[src/rtl/csum_copy_engine.sv]
module csum_copy_engine #(
  parameter int AW = 8,
  parameter int CW = 9
) (
  input  logic          clk,
  input  logic          rst_n,
  input  logic          start,
  input  logic [1:0]    op,
  input  logic [AW-1:0] a_in,
  input  logic [CW-1:0] b_in,
  input  logic [15:0]   id_in,
  input  logic [15:0]   ck_in,
  input  logic          cyc_en,
  output logic          ram_rd_en,
  output logic [AW-1:0] ram_addr,
  input  logic [15:0]   ram_rdata,
  output logic          per_we,
  output logic [15:0]   per_data,
  output logic          busy,
  output logic          done,
  output logic [AW-1:0] reg_a,
  output logic [CW-1:0] reg_b,
  output logic [15:0]   reg_c,
  output logic [15:0]   ip_id,
  output logic [15:0]   ip_ck
);

  localparam logic [1:0] OP_COPY  = 2'd0;
  localparam logic [1:0] OP_TRAIL = 2'd1;
  localparam logic [1:0] OP_BUMP  = 2'd2;
  localparam logic [1:0] OP_SEED  = 2'd3;
  localparam logic [CW-1:0] CNT_ONE = CW'(1);

  typedef enum logic [2:0] {S_IDLE, S_FETCH, S_CAPT, S_XFER, S_TRAIL} st_t;

  st_t         st;
  logic [1:0]  op_q;
  logic [15:0] word_q;
  logic [15:0] trail_w;

  function automatic logic [15:0] oc_add(input logic [15:0] x, input logic [15:0] y);
    logic [16:0] s;
    s = {1'b0, x} + {1'b0, y};
    return s[15:0] + {15'd0, s[16]};
  endfunction

  assign trail_w   = (reg_c == 16'hFFFF) ? 16'hFFFF : ~reg_c;
  assign ram_rd_en = (st == S_FETCH);
  assign ram_addr  = reg_a;
  assign busy      = (st != S_IDLE);
  assign per_we    = ((st == S_XFER) || (st == S_TRAIL)) && cyc_en;
  assign per_data  = (st == S_TRAIL) ? trail_w : word_q;

  always_ff @(posedge clk or negedge rst_n) begin
    if (!rst_n) begin
      st     <= S_IDLE;
      op_q   <= OP_COPY;
      word_q <= '0;
      done   <= 1'b0;
      reg_a  <= '0;
      reg_b  <= '0;
      reg_c  <= '0;
      ip_id  <= '0;
      ip_ck  <= '0;
    end else begin
      done <= 1'b0;
      case (st)
        S_IDLE: begin
          if (start) begin
            op_q <= op;
            if (op == OP_COPY) begin
              reg_a <= a_in;
              reg_b <= b_in;
              if (b_in == '0) done <= 1'b1;
              else            st   <= S_FETCH;
            end else if (op == OP_TRAIL) begin
              st <= S_TRAIL;
            end else if (op == OP_BUMP) begin
              ip_id <= ip_id + 16'd1;
              if (ip_id != 16'hFFFF) ip_ck <= oc_add(ip_ck, 16'hFFFE);
              done <= 1'b1;
            end else begin
              ip_id <= id_in;
              ip_ck <= ck_in;
              reg_c <= '0;
              done  <= 1'b1;
            end
          end
        end
        S_FETCH: st <= S_CAPT;
        S_CAPT: begin
          word_q <= ram_rdata;
          st     <= S_XFER;
        end
        S_XFER: begin
          if (cyc_en) begin
            reg_a <= reg_a + 1'b1;
            reg_b <= reg_b - 1'b1;
            reg_c <= oc_add(reg_c, word_q);
            if (reg_b == CNT_ONE) begin
              st   <= S_IDLE;
              done <= 1'b1;
            end else begin
              st <= S_FETCH;
            end
          end
        end
        S_TRAIL: begin
          if (cyc_en) begin
            reg_c <= oc_add(reg_c, trail_w);
            st    <= S_IDLE;
            done  <= 1'b1;
          end
        end
        default: st <= S_IDLE;
      endcase
    end
  end

  assert_step_R2: assert property (@(posedge clk) disable iff (!rst_n)
    (st == S_XFER && per_we) |=> (reg_a == AW'($past(reg_a) + 1'b1)) && (reg_b == CW'($past(reg_b) - 1'b1)));

  assert_done_R2: assert property (@(posedge clk) disable iff (!rst_n)
    (done && op_q == OP_COPY) |-> (reg_b == '0) && !busy);

  assert_sum_R3: assert property (@(posedge clk) disable iff (!rst_n)
    (st == S_XFER && per_we) |=> reg_c == oc_add($past(reg_c), $past(per_data)));

  assert_zero_R4: assert property (@(posedge clk) disable iff (!rst_n)
    (st == S_IDLE && start && op == OP_COPY && b_in == '0) |=> done && $stable(reg_c) && !per_we);

  assert_stall_R5: assert property (@(posedge clk) disable iff (!rst_n)
    (busy && !cyc_en) |=> $stable(reg_a) && $stable(reg_b) && $stable(reg_c));

  assert_trail_R6: assert property (@(posedge clk) disable iff (!rst_n)
    (st == S_TRAIL && per_we) |=> reg_c == 16'hFFFF);

  assert_trail_nz_R6: assert property (@(posedge clk) disable iff (!rst_n)
    (st == S_TRAIL && per_we) |-> per_data != 16'h0000);

  assert_bump_R7: assert property (@(posedge clk) disable iff (!rst_n)
    (done && op_q == OP_BUMP) |-> ip_id == 16'($past(ip_id) + 16'd1));

endmodule

[config.mk]
export PLATFORM = sky130hd
export DESIGN_NAME = csum_copy_engine
export DESIGN_NICKNAME = d
export VERILOG_FILES = /design/src/rtl/csum_copy_engine.sv
export SDC_FILE = /design/constraint.sdc
export NUM_CORES = 1
export LEC_CHECK = 0
export BUFFER_PORTS_ARGS = -buffer_cell sky130_fd_sc_hd__buf_4
export CAP_MARGIN = 20
export CORE_ASPECT_RATIO = 0.5
export CORE_MARGIN = 8
export CORE_UTILIZATION = 45
export DETAILED_ROUTE_END_ITERATION = 7
export GPL_ROUTABILITY_DRIVEN = 0
export PLACE_DENSITY = 0.76
export SYNTH_ARGS = -nofsm -noshare
export SYNTH_HDL_FRONTEND = slang
export SYNTH_SLANG_ARGS = --single-unit
[constraint.sdc]
create_clock -name clk -period 8.3 [get_ports clk]
set_clock_uncertainty 0.15 [all_clocks]
set_input_delay 0.83 -clock clk [delete_from_list [all_inputs] [get_ports clk]]
set_output_delay 0.83 -clock clk [all_outputs]
set_load 0.01 [all_outputs]
**Yosys cells after proc, flatten, opt, wreduce, memory -nomap -nowiden**

Cells that the tools add are included.

- Register bits: 85
- Latch bits: 0
- Memory bits (writable): 0
- ROM bits: 0
- Input bits: 71
- Output and inout bits: 93
- Logic and storage cells: 88
- Memories: 0

- Add/subtract/negate cells: 9
- $mul: 0
- Div/mod/pow operators: 0
- $lt $le $gt $ge: 0
- Equality and inequality tests: 19
- Shifts and indexed selects: 0
- Mux-type cells: 36
- Bitwise gates (word level): 3
- Reduce and logical (&&, ||, !) cells: 13

Operator list:

| cell | number |
|---|---|
| $mux 16 | 11 |
| $add 16x1->16 | 3 |
| $pmux 16 s3 | 1 |
| $add 16x16->17 | 2 |
| $mux 9 | 3 |
| $mux 8 | 3 |
| $mux 3 | 6 |
| $pmux 9 s2 | 1 |
| $add 16x16->17 const B | 1 |
| $add 16x1->16 const B | 1 |
| $eq 16x16->1 const B | 1 |
| $ne 16x16->1 const B | 1 |
| $not 16->16 | 1 |
| $pmux 8 s2 | 1 |
| $pmux 3 s5 | 1 |
| $ne 2x2->1 const B | 7 |
| $reduce_and 5->1 | 2 |
| $eq 9x1->1 const B | 1 |
| $logic_not 9->1 | 1 |
| $sub 9x1->9 const B | 1 |
| $add 8x1->8 const B | 1 |
| $mux 1 | 8 |
| $reduce_and 4->1 | 2 |
| $reduce_and 7->1 | 1 |
| other kinds (15) | 19 |

**Longest topological paths before layout**

- Word-level depth: 6
- Mapped depth: 17
- Gate-level depth less buffers: 17

**Worst setup path after synthesis**

OpenSTA, ideal clock, no wires.

- Kind: flip-flop to flip-flop
- Start: reg reg_c[0]
- End: reg reg_c[8]
- Library setup time: 0.077 ns
- Arrival time: 3.146 ns
- Data required time: 8.073 ns
- Setup slack: 4.927 ns
- Stages on the path, launching flop included: 17
- Period minus slack after synthesis: 3.373 ns
- Path through: dfrtp_1 -> ha_1 -> inv_1 -> fa_1 -> nand2b_1 -> a21o_1 -> a21o_1 -> a31o_1 -> or2b_1 -> a21o_1 -> ha_1 -> ha_1 -> and2_0 -> nor3b_1 -> xnor2_1 -> nand2_1 -> a21oi_1

- Word-level cells in the longest chain between the ends: 6
- Elaborated cells on any way between the ends: 10

RTL lines:

| what | RTL line | text |
|---|---|---|
| start: declaration | 23 | `output logic [15:0] reg_c,` |
| start signal: assignment | 99 | `reg_c <= oc_add(reg_c, word_q);` |
| start signal: assignment | 110 | `reg_c <= oc_add(reg_c, trail_w);` |
| $eq 16x16->1 / $not 16->16 (equally long branches) | 47 | `assign trail_w = (reg_c == 16'hFFFF) ? 16'hFFFF : ~reg_c;` |
| $mux 16 | 47 |  |
| $add 16x16->17 | 43 | `s = {1'b0, x} + {1'b0, y};` |
| $add 16x1->16 | 44 | `return s[15:0] + {15'd0, s[16]};` |
| $mux 16 | 109 | `if (cyc_en) begin` |
| $pmux 16 s3 * | 67 | `case (st)` |

Every way passes the cells marked *; elsewhere a longest branch is shown, timed or not. The select of a mux whose other input is x is not followed.
A chain may end at the register's enable or synchronous reset.

**Worst setup path after layout**

- Start: reg reg_c[9]
- End: reg reg_c[12]

Same word-level chain as after synthesis.

==> results by group <==
Power
  • Power Density: 459 mW/mm²
  • Clock power frac: 0.125
  • Combinational Power Share: 0.630
  • Reg power frac: 0.245
  • Pint: between 1500 and 2000 µW
  • Leakage power: roughly 0.0035 µW
  • VDD IR max: about 0.23 mV
  • Switching pwr: 1800 µW
  • Switch share: 0.481

Synth
  • Synth top area cells: dfrtp_1, a21oi_1, ha_1
  • Yosys warns: 0
  • Seq/Total Area, Yosys: 0.327
  • Synth top area share: 0.327
  • Avg Cell Area, Syn: 8.01 µm²
  • Post-synthesis net count: 914
  • Cell count after synthesis: just over 800
  • Post-synth cell types: 75
  • Post-synth EDFFs: 0
  • Asr flop ratio synth: 1.00
  • Seq cells post-synth: 85
  • Dominant cell type by area after synthesis: dfrtp_1
  • Most used DFF post-synth: dfrtp_1
  • Mapped cell area: approximately 0.0065 mm²

Floorplan
  • Die W: between 150 and 200 µm
  • Die ar.: around 0.019 mm²
  • IO Count: roughly 160
  • Rows: 31
  • Starting Density: 0.455
  • Core Region: between 0.01 and 0.015 mm²
  • Overall die height: ~100 µm

Route
  • Vias/cell: 5.93
  • WL final: 20.1 mm
  • DRC viols: 0
  • TritonRoute pass-1 iters: 5
  • 1st-iter DRT viols: about 580
  • DR vias: just under 7000
  • ANT nets after route: 0
  • Routed WL per cell: about 18 µm

Global route
  • Global-route wire length before repair: around 32 mm
  • Largest net degree at the start of global routing: 61
  • Vias in the first global route: 6373
  • Initial antenna violation count: 0
  • GR Overflow Total: 0
  • Total track usage: 0.210

Clock network
  • CTS Buf Count: 9
  • Clk Latency, worst-skew pair: 0.33 ns
  • Hold-fix buffers, CTS: 0
  • Setup Buffers After CTS: 0
  • Clock Tree Buf Depth: 2
  • Resized Gates After CTS: 0
  • CTS Root Cell: clkbuf_16
  • Clk sinks: 85
  • Max H-tree Level: 3
  • CTS tree: done
  • Clock-pin slew on the worst setup and hold paths: about 0.070 ns

Timing
  • Final Critical Period: about 3.8 ns
  • Final Max Slew Viols: 0
  • Setup TNS: 0 ns
  • Tightest Pin Transition: between 0.9 and 1 ns
  • Final number of setup-violating endpoints: 0
  • Worst rel slew slack: 0.379
  • Achievable clock frequency: between 200 and 300 MHz
  • Part of the cycle the worst path needs: 0.453
  • RSZ-0062 raised after global routing: no
  • Final hold vios: 0

Finish
  • Layout Cell Area excl Fill: slightly above 0.008 mm²
  • Share of cells above drive strength 1: 0.236
  • Filler cells: 1301
  • Layout Area Growth over Synthesis: 25.2%
  • Area of the multi-input gates: between 0.004 and 0.005 mm²
  • Diodes inserted: 0
  • Nets: 1042
  • FF/Latch Area: 0.00213 mm²
  • Fin cells: 1144

Setup path
  • CP Launch Point: reg_c[9]
  • Worst path arrival time: approximately 3.8 ns
  • CP Class: reg -> reg
  • Reg2reg start: reg_c[9]
  • Reg2Reg Setup Slack: about 4.5 ns
  • Startpoint Class: register
  • RR Endpoint: reg_c[12]
  • Crit path capture: reg_c[12]
  • Nature of the critical path endpoint: register
  • CP max FO: 20
  • R2R depth: 12
  • Worst Path Required: between 8 and 9 ns

Run
  • Maxcap violations: 0

Outcome
  • Run status: finished clean

Place
  • Port bufs: around 160
  • HPWL after DPL: ~15 mm
  • Inst Count DP: 1127
  • Post-DP Area: between 0.007 and 0.008 mm²

Hold path
  • Worst min path class: in -> async
[per-stage QoR]
stage	total power (µW)	worst slack, ns	utilization	hold WS (ns)
finish	3750	4.54	0.570	0.246
floorplan	2440	4.93	-	0.358
global placement	3180	4.80	0.545	0.346
detailed placement	3240	4.61	0.545	0.363
CTS	3730	4.58	0.569	0.248
global route	4020	4.19	0.570	0.263
[worst max-delay path: stages (launching register included)]
cell	delay [ns]
dfrtp_1	0.47
nand4_1	0.13
or4_1	0.92
inv_1	0.15
ha_1	0.18
nand2b_1	0.12
ha_1	0.19
ha_1	0.18
nor2_1	0.05
a21boi_1	0.49
inv_1	0.17
nor4_1	0.34
nor3_1	0.08
[placed cells by master (no fill, tap or decap), types with 12 or more instances in the layout]
cell type,n
buf_4,170
nor2_1,91
dfrtp_1,85
a21oi_1,83
nand2_1,71
o21ai_0,54
nand3_1,37
ha_1,29
a31oi_1,28
nor3_1,24
inv_1,23
o22ai_1,22
xnor2_1,16
mux2_2,16
a22oi_1,14
and3_1,12
[final cells by class]
| cell class | count | share of cell area |
|---|---|---|
| tap | 198 | 0.0304 |
| clock inverter | 7 | 0.0150 |
| timing repair buffer | 171 | 0.158 |
| inverter | 23 | 0.0106 |
| sequential | 85 | 0.261 |
| clock buffer | 9 | 0.0276 |
| multi-input combinational | 651 | 0.498 |
[cells in the mapped netlist (4+ instances only)]
| cell type | count |
|---|---|
| dfrtp_1 | 85 |
| a31oi_1 | 28 |
| a211oi_1 | 11 |
| nand2_1 | 71 |
| nand4_1 | 8 |
| buf_2 | 4 |
| mux2_2 | 16 |
| clkbuf_1 | 36 |
| a21oi_1 | 83 |
| ha_1 | 29 |
| o21ai_0 | 54 |
| o22ai_1 | 22 |
| a22oi_1 | 14 |
| and3_1 | 12 |
| nor3_1 | 24 |
| nor3b_1 | 6 |
| and2_1 | 4 |
| nand2b_1 | 5 |
| a21o_1 | 11 |
| o211a_1 | 6 |
| nor2_1 | 92 |
| nor2b_1 | 7 |
| nand3b_1 | 4 |
| nor4_1 | 11 |
| xnor2_1 | 16 |
| buf_4 | 9 |
| xor2_1 | 9 |
| buf_1 | 4 |
| or3_1 | 6 |
| nand3_1 | 37 |
| a21boi_0 | 4 |
| inv_1 | 23 |
[power groups by stage]
stage	registers (µW)	logic, µW	clock network [µW]
floorplan	891	1540	0
global placement	896	2280	0
detailed placement	914	2330	0
CTS	909	2340	481
global route	958	2570	497
finish	918	2360	470
[cells by family after synthesis]
kind of cell | count (synthesis) | share of synthesized area
flops | 85 | 0.327
compound gates | 269 | 0.262
mux | 19 | 0.0323
simple gates | 308 | 0.236
xor+xnor | 25 | 0.0336
fa+ha+maj | 30 | 0.0588
buf+inv | 77 | 0.0515
[registers in the layout (all words and copies together) (netlist names)]
register / flops
ip_ck: 16
ip_id: 16
reg_c: 16
word_q: 16
reg_b: 9
ram_addr: 8
st: 3
done: 1
[metal layers]
layer / global-route usage / wire (µm)
met2: 0.373 / 10300
met3: 0.0392 / 1330
met5: 0 / 0
met4: 0.0625 / 388
met1: 0.256 / 8100
[worst min path at each step]
stage,from,to,slack [ns],cells past startpoint
after floorplan,word_q[0],word_q[0],0.36,1
after global placement,reg_b[7],reg_b[7],0.35,2
after detailed placement,reg_b[7],reg_b[7],0.36,2
after CTS,rst_n,word_q[4],0.25,1
after global routing,rst_n,word_q[4],0.26,1
final,rst_n,word_q[4],0.25,1
Power figures use the tool's default switching activity.
